`config.mk`:
```
export PLATFORM = sky130hd
export DESIGN_NAME = bank_start_ctrl
export DESIGN_NICKNAME = d
export VERILOG_FILES = /design/src/rtl/bsc_pkg.sv /design/src/rtl/bank_map.sv /design/src/rtl/start_rules.sv /design/src/rtl/start_hold.sv /design/src/rtl/bank_start_ctrl.sv
export SDC_FILE = /design/constraint.sdc
export NUM_CORES = 1
export LEC_CHECK = 0
export BUFFER_PORTS_ARGS = -buffer_cell sky130_fd_sc_hd__buf_4
export CORE_MARGIN = 4
export CORE_UTILIZATION = 50
export DETAILED_ROUTE_END_ITERATION = 10
export GPL_ROUTABILITY_DRIVEN = 0
export PLACE_DENSITY = 0.74
export SYNTH_ARGS = -nofsm -noshare
export SYNTH_HDL_FRONTEND = slang
export SYNTH_HIERARCHICAL = 1
export SYNTH_SLANG_ARGS = --single-unit
```
`constraint.sdc`:
```
create_clock -name clk -period 21.2 [get_ports clk]
set_input_delay 0 -clock clk [delete_from_list [all_inputs] [get_ports clk]]
set_output_delay 0 -clock clk [all_outputs]
set_load 0.005 [all_outputs]
```
`src/rtl/bsc_pkg.sv`:
```
package bsc_pkg;

  localparam int BANK_W = 8;
  localparam int ROM_CNT_W = 7;

  typedef enum logic [1:0] {
    KIND_ROM  = 2'd0,
    KIND_RAM  = 2'd1,
    KIND_VOID = 2'd2
  } bank_kind_t;

  // Which region class a bank number belongs to for the start check
  function automatic bank_kind_t classify_bank(input logic [BANK_W-1:0] bank);
    if (bank >= 8'h74 || (bank >= 8'h60 && bank <= 8'h6F))
      return KIND_VOID;
    else if (bank >= 8'h70)
      return KIND_RAM;
    else
      return KIND_ROM;
  endfunction

  // Effective ROM bank count: zero reads as one, upper limit applied
  function automatic logic [ROM_CNT_W-1:0] rom_count_eff(input logic [7:0] cfg,
                                                         input logic [7:0] limit);
    logic [7:0] c;
    c = (cfg == 8'd0) ? 8'd1 : ((cfg > limit) ? limit : cfg);
    return c[ROM_CNT_W-1:0];
  endfunction

  // Physical ROM bank after mirroring, from the 7-bit masked bank
  function automatic logic [ROM_CNT_W-1:0] rom_phys_bank(input logic [6:0] b7,
                                                         input logic [ROM_CNT_W-1:0] n);
    logic [ROM_CNT_W-1:0] twice;
    twice = {n[ROM_CNT_W-2:0], 1'b0};
    if (b7[6])
      return (n > 7'd1) ? (b7 % n) : {6'd0, b7[0]};
    else
      return b7 % twice;
  endfunction

  // Physical RAM bank for a 2-bit RAM index and a fitted count
  function automatic logic [1:0] ram_phys_bank(input logic [1:0] idx,
                                               input logic [2:0] cfg);
    logic [2:0] n;
    logic [2:0] r;
    n = (cfg == 3'd0) ? 3'd1 : cfg;
    r = {1'b0, idx} % n;
    return r[1:0];
  endfunction

endpackage

```
`src/rtl/bank_map.sv`:
```
module bank_map
  import bsc_pkg::*;
#(
  parameter int ADDR_W  = 24,
  parameter int ROM_MAX = 32,
  parameter logic [ADDR_W-1:0] LO_WINDOW = 24'h200000
) (
  input  logic              clk,
  input  logic              rst_n,
  input  logic [BANK_W-1:0] bank_i,
  input  logic [7:0]        rom_banks_i,
  input  logic [2:0]        ram_banks_i,
  output logic [ADDR_W-1:0] base_o,
  output logic              ram_o,
  output bank_kind_t        kind_o
);
  localparam int PAGE_SH = 16;
  localparam logic [7:0] ROM_LIM = 8'(ROM_MAX);

  logic [6:0]           b7;
  logic [ROM_CNT_W-1:0] n_rom;
  logic [ROM_CNT_W-1:0] rom_pb;
  logic [1:0]           ram_pb;
  logic                 in_ram;
  logic                 rom_hi;

  assign b7     = bank_i[6:0];
  assign n_rom  = rom_count_eff(rom_banks_i, ROM_LIM);
  assign rom_pb = rom_phys_bank(b7, n_rom);
  assign ram_pb = ram_phys_bank(bank_i[1:0], ram_banks_i);
  assign in_ram = (bank_i >= 8'h70) && (bank_i <= 8'h73);
  assign rom_hi = b7[6];

  always_comb begin
    if (in_ram)
      base_o = ADDR_W'(ram_pb) << PAGE_SH;
    else if (rom_hi)
      base_o = ADDR_W'(rom_pb) << PAGE_SH;
    else
      base_o = (ADDR_W'(rom_pb) << PAGE_SH) + LO_WINDOW;
  end

  assign ram_o  = in_ram;
  assign kind_o = classify_bank(bank_i);


  ram_base_range_chk: assert property (@(posedge clk) disable iff (!rst_n)
    ram_o |-> (base_o < (ADDR_W'(4) << PAGE_SH)));

  hi_rom_range_chk: assert property (@(posedge clk) disable iff (!rst_n)
    (!ram_o && bank_i[6]) |-> (base_o < (ADDR_W'(ROM_MAX) << PAGE_SH)));

  lo_rom_window_chk: assert property (@(posedge clk) disable iff (!rst_n)
    (!ram_o && !bank_i[6]) |-> (base_o >= LO_WINDOW));

endmodule

```
`src/rtl/start_rules.sv`:
```
module start_rules
  import bsc_pkg::*;
#(
  parameter int PC_W        = 16,
  parameter int CACHE_BYTES = 512
) (
  input  logic            clk,
  input  logic            rst_n,
  input  bank_kind_t      kind_i,
  input  logic [PC_W-1:0] pc_i,
  input  logic            cache_active_i,
  input  logic [PC_W-1:0] cache_base_i,
  input  logic            rom_own_i,
  input  logic            ram_own_i,
  output logic            cache_hit_o,
  output logic            permit_o
);
  localparam int WIDE_W = PC_W + 1;

  logic [WIDE_W-1:0] pc_w;
  logic [WIDE_W-1:0] lo_w;
  logic [WIDE_W-1:0] hi_w;

  assign pc_w = {1'b0, pc_i};
  assign lo_w = {1'b0, cache_base_i};
  assign hi_w = lo_w + WIDE_W'(CACHE_BYTES);

  assign cache_hit_o = cache_active_i && (pc_w >= lo_w) && (pc_w < hi_w);

  always_comb begin
    if (cache_hit_o)
      permit_o = 1'b1;
    else begin
      unique case (kind_i)
        KIND_RAM: permit_o = ram_own_i;
        KIND_ROM: permit_o = rom_own_i;
        default:  permit_o = 1'b0;
      endcase
    end
  end


  cache_override_chk: assert property (@(posedge clk) disable iff (!rst_n)
    cache_hit_o |-> permit_o);

  void_bank_deny_chk: assert property (@(posedge clk) disable iff (!rst_n)
    (!cache_hit_o && kind_i == KIND_VOID) |-> !permit_o);

endmodule

```
`src/rtl/start_hold.sv`:
```
module start_hold (
  input  logic clk,
  input  logic rst_n,
  input  logic start_i,
  input  logic permit_i,
  output logic ok_o,
  output logic clr_o
);
  logic refuse_evt;

  assign refuse_evt = start_i && !permit_i;

  always_ff @(posedge clk) begin
    if (!rst_n) begin
      ok_o  <= 1'b0;
      clr_o <= 1'b0;
    end else begin
      if (start_i)
        ok_o <= permit_i;
      clr_o <= refuse_evt;
    end
  end


  hold_between_strobes_chk: assert property (@(posedge clk) disable iff (!rst_n)
    !start_i |=> $stable(ok_o));

  clr_needs_strobe_chk: assert property (@(posedge clk) disable iff (!rst_n)
    clr_o |-> $past(start_i));

  clr_means_refused_chk: assert property (@(posedge clk) disable iff (!rst_n)
    clr_o |-> !ok_o);

endmodule

```
`src/rtl/bank_start_ctrl.sv`:
```
module bank_start_ctrl
  import bsc_pkg::*;
#(
  parameter int PC_W        = 16,
  parameter int ADDR_W      = 24,
  parameter int CACHE_BYTES = 512,
  parameter int ROM_MAX     = 32
) (
  input  logic              clk,
  input  logic              rst_n,
  input  logic [7:0]        prg_bank_i,
  input  logic [PC_W-1:0]   pc_i,
  input  logic              rom_own_i,
  input  logic              ram_own_i,
  input  logic              cache_active_i,
  input  logic [PC_W-1:0]   cache_base_i,
  input  logic [7:0]        rom_banks_i,
  input  logic [2:0]        ram_banks_i,
  input  logic              start_i,
  output logic [ADDR_W-1:0] phys_base_o,
  output logic              ram_sel_o,
  output logic              start_ok_o,
  output logic              go_clr_o
);
  bank_kind_t kind_w;
  logic       cache_hit_w;
  logic       permit_w;

  bank_map #(.ADDR_W(ADDR_W), .ROM_MAX(ROM_MAX)) u_map (
    .clk         (clk),
    .rst_n       (rst_n),
    .bank_i      (prg_bank_i),
    .rom_banks_i (rom_banks_i),
    .ram_banks_i (ram_banks_i),
    .base_o      (phys_base_o),
    .ram_o       (ram_sel_o),
    .kind_o      (kind_w)
  );

  start_rules #(.PC_W(PC_W), .CACHE_BYTES(CACHE_BYTES)) u_rules (
    .clk            (clk),
    .rst_n          (rst_n),
    .kind_i         (kind_w),
    .pc_i           (pc_i),
    .cache_active_i (cache_active_i),
    .cache_base_i   (cache_base_i),
    .rom_own_i      (rom_own_i),
    .ram_own_i      (ram_own_i),
    .cache_hit_o    (cache_hit_w),
    .permit_o       (permit_w)
  );

  start_hold u_hold (
    .clk      (clk),
    .rst_n    (rst_n),
    .start_i  (start_i),
    .permit_i (permit_w),
    .ok_o     (start_ok_o),
    .clr_o    (go_clr_o)
  );


  ram_bank_owner_chk: assert property (@(posedge clk) disable iff (!rst_n)
    (!cache_hit_w && ram_sel_o) |-> (permit_w == ram_own_i));

  rom_bank_owner_chk: assert property (@(posedge clk) disable iff (!rst_n)
    (!cache_hit_w && kind_w == KIND_ROM) |-> (permit_w == rom_own_i));

endmodule

```
== After elaboration in Yosys (flattened, before gate mapping) ==
Cells that the tools add are included.

* Bits in registers: 2
* Word-level logic and storage cells: 38

* Add/subtract/negate cells: 2
* Divide/modulo/power cells: 3
* $lt $le $gt $ge: 9
* Eq/ne operators: 1
* Multiplexer cells: 11
* Reductions and logical operators: 10

{| class="wikitable"
|+ Operator list
! kind !! count
|-
| two-way mux 24 bit || 2
|-
| two-way mux 7 bit || 4
|-
| adder 23 x 22 -> 24 bit (second input constant) || 1
|-
| >= comparator 8 x 7 -> 1 bit (second input constant) || 3
|-
| adder 16 x 10 -> 17 bit (second input constant) || 1
|-
| < comparator 16 x 17 -> 1 bit || 1
|-
| >= comparator 16 bit || 1
|-
| less-or-equal comparator 8 x 7 -> 1 bit (second input constant) || 2
|-
| remainder unit 7 x 7 -> 7 bit || 2
|-
| greater-than comparator 8 x 6 -> 1 bit (second input constant) || 1
|-
| logical NOT 8 bit || 1
|-
| greater-than comparator 7 x 1 -> 1 bit (second input constant) || 1
|-
| logical AND 1 bit || 5
|-
| logical NOT 3 bit || 1
|-
| remainder unit 2 x 3 -> 3 bit || 1
|-
| two-way mux 3 bit || 1
|-
| equality test 2 x 1 -> 1 bit (second input constant) || 1
|-
| logical NOT 2 bit || 1
|-
| two-way mux 1 bit || 2
|-
| two-way mux 2 bit || 1
|-
| one-hot mux 1 bit (2 select lines) || 1
|-
| logical NOT 1 bit || 1
|-
| logical OR 1 bit || 1
|}

== Logic depth before layout (Yosys ltp) ==
* Depth in word-level cells: 9
* Gate-level depth with buffers: 47
* Mapped depth without buffers: 46

== Modules after synthesis ==
Netlist, hierarchy kept.

{| class="wikitable"
|+ Modules (own cells, without submodules)
! module !! times used !! cells each !! area each (µm²) !! sequential area each (µm²)
|-
| bank_map || 1 || 420 || 2991.6 || 0.0
|-
| start_rules || 1 || 98 || 729.4 || 0.0
|-
| start_hold || 1 || 6 || 63.8 || 40.0
|}

== Least setup slack after synthesis ==
No wires, ideal clock.

* Path type: input to output
* Start point: input rom_banks_i[7]
* End point: output phys_base_o[22]
* Arrival time: 9079 ps
* Path slack: 12121 ps
* Stages: 40
* Path buffers: 2
* Cells stage by stage: or3_1 buf_2 inv_2 buf_2 nand2_1 ha_1 nor3_1 a211oi_1 o22ai_1 inv_1 ha_1 a21oi_1 or3_1 a211oi_1 a21oi_1 o21a_1 ha_1 inv_1 [... 4 more ...] a31o_2 nand2_1 mux2_2 ha_1 nand4_1 o31a_1 a31oi_1 or3b_2 o311a_1 o21a_1 ha_1 and4_1 a41oi_1 nand2_1 o21ai_0 o22ai_1 ha_1 o2bb2ai_1

* Word-level cells in the longest chain between the ends: 9
* Elaborated cells on any way between the ends: 12

{| class="wikitable"
|+ RTL lines
! element !! line !! RTL
|-
| start, declared || bank_start_ctrl.sv:17 || <nowiki>input logic [7:0] rom_banks_i,</nowiki>
|-
| greater-than comparator 8 x 6 -> 1 bit || bsc_pkg.sv:26 || <nowiki>c = (cfg == 8'd0) ? 8'd1 : ((cfg > limit) ? limit : cfg);</nowiki>
|-
| two-way mux 7 bit || bsc_pkg.sv:26 ||
|-
| two-way mux 7 bit (*) || bsc_pkg.sv:26 ||
|-
| remainder unit 7 x 7 -> 7 bit or greater-than comparator 7 x 1 -> 1 bit (tied branches) || bsc_pkg.sv:36 || <nowiki>return (n > 7'd1) ? (b7 % n) : {6'd0, b7[0]};</nowiki>
|-
| two-way mux 7 bit || bsc_pkg.sv:36 ||
|-
| two-way mux 7 bit (*) || bsc_pkg.sv:35 || <nowiki>if (b7[6])</nowiki>
|-
| adder 23 x 22 -> 24 bit || bank_map.sv:40 || <nowiki>base_o = (ADDR_W'(rom_pb) << PAGE_SH) + LO_WINDOW;</nowiki>
|-
| two-way mux 24 bit (*) || bank_map.sv:37 || <nowiki>else if (rom_hi)</nowiki>
|-
| two-way mux 24 bit (*) || bank_map.sv:35 || <nowiki>if (in_ram)</nowiki>
|-
| end, declared || bank_start_ctrl.sv:20 || <nowiki>output logic [ADDR_W-1:0] phys_base_o,</nowiki>
|}

Mark *: on every way between the ends. The rest lies on a longest branch, timed or not.

== Worst setup path in the final report ==
Ends and elaborated chain as after synthesis.

==> impl_metrics.toml <==
[clocking]
cts_tree = "yes"
insertion_delay_ns = 0.21
hold_buffers = 0
clk_pin_slew_worst_paths_ns = 0.03
htree_levels = 1
clockBufferDepth = 2
cts_resized = 0
post_cts_buffers = 0
numCtsBuffers = 3
cts.sinks = 2
root_buffer = "clkbuf_8"

[global_route]
first_global_vias = 3845
grt_first_pass_wirelength_mm = 17.0
grt_max_degree = 18
antenna_found_initial = 0
grtUsageTotal_pct = 23.0
overflow = 0

[route]
viasPerCell = 6.13
route.detailed.drc = 0
ant_nets = 0
wl_per_cell_um = 15.9
drt-pass1-iter-count = 5
wirelength_mm = 10.8
vias = 4167
drtIter0Drc = 240

[timing]
rsz0062_at_grt = "no"
tns_ns = 0
period_minus_slack_ns = 10.62
max_slew.worst_pin.slew_ns = 0.817
finalHoldViolCount = 0
maxSlewViolCount = 0
fmax_mhz = 94.2
relSlewSlack_pct = 45.3
final.setup.worst_slack_ns = 10.58
holdWs_ns = 0.0344
setup_viol = 0
min_period_over_period_pct = 50.1
skew_ns = 0

[die]
die_h_um = 94.9
die_x_um = 94.9
start_util_pct = 51.8
rows = 31
dieArea_um2 = 9010
ioPinCount = 84
coreArea_um2 = 7290

[power_and_ir_drop]
p_int_uw = 79.2
p_sw_uw = 77.1
p_comb_share_pct = 87.6
sw_frac_of_total_pct = 49.3
clockPowerShare_pct = 9.7
ir_drop_v = 0.0000528
powerDensity_nw_per_um2 = 36.0
p_leak_nw = 2.03
p_seq_share_pct = 2.7
finalPower_uw = 156

[placed_design]
place_worst_setup_slack_ns = 10.77
dp_hpwl_mm = 8.82
dp_cells = 677
portBuffers = 67
place_area_um2 = 4300

[layout]
nNetsFinal = 712
layout-drive-gt1-share_pct = 17.4
fin_area_um2 = 4340
ff_latch_area_um2 = 40.0
fillers = 711
multi_input_area_um2 = 3460
final_util_pct = 59.5
fin_cells = 680
synthToLayoutAreaGrowth_pct = 14.8
diodes = 0

[synthesis]
ys_warn_count = 6
syn_area_um2 = 3780
synth_cells = 523
syn_avg_cell_area_um2 = 7.22

[worst_setup_path]
crit_top_cell = "ha_1"
slowest_delay_ns = 0.63
startpoint_type = "input pin"
cp-end-kind = "primary output"
path_class = "in -> out"
path_max_fanout = 17
slowest_stage = "a31oi_1"
crit_required_ns = 21.20
crit_arrival_ns = 10.62

[job]
maxCapViolations = 0

[outcome]
outcome = "completed"

[min_path]
min_path_type = "in -> reg"
[final timing paths]
kind,startpoint,endpoint,slack [ns],depth (start not counted)
worst max-delay path,rom_banks_i[7],phys_base_o[22],10.58,42
worst min-delay path,start_i,u_hold/clr_o,0.03,3
worst max register to register,u_hold/ok_o,u_hold/ok_o,20.55,2
worst min register to register,u_hold/ok_o,u_hold/ok_o,0.59,2
[critical path, delay by kind of cell]
family	cells	cell delay, ns
simple gates	11	3.16
compound gates	17	3.78
fa+ha+maj	7	2.44
mux	1	0.38
buf+inv	6	0.82
[flip-flops by register name, indices dropped and copies added (netlist names)]
| name | cells |
|---|---|
| u_hold/clr_o | 1 |
| u_hold/ok_o | 1 |
[cell usage in the layout, fill, tap and decap left out, types with 6 or more instances in the layout]
cell type  count
o211ai_1       7
nand2b_1       8
a21oi_1       39
o31ai_1        7
o21ai_0       23
nand4_1        6
buf_4         69
nand3_1       12
a211oi_1      13
mux2i_1       16
a21o_1        12
conb_1        17
a31oi_1        6
nor2_1        41
mux2_2         9
ha_1          71
nand2_1       36
o21a_1        10
xnor2_1       17
inv_1         40
xor2_1        11
nor3_1        10
nor2b_1        9
[metal layers]
layer	global-route usage, %	vias up	part of all wire, %
met5	0	-	0
li1	-	2056	-
met1	29.8	1926	43
met3	2.15	14	6.9
met2	41.5	171	48
met4	4.21	0	1.5
[area by class of cell]
type                       count  area share, %
clock buffer                   3          0.952
inverter                      41           3.55
multi-input combinational    466           79.8
sequential                     2          0.923
tap                           99           2.86
timing repair buffer          69           11.9
[power groups by stage]
stage	logic (mW)	registers [mW]	clock network, mW
floorplan	0.0976	0.00421	0
global placement	0.131	0.00419	0
detailed placement	0.134	0.00419	0
CTS	0.135	0.00415	0.0154
global route	0.152	0.00416	0.0164
finish	0.137	0.00415	0.0152
No activity file was read; power rests on OpenSTA's default activity.
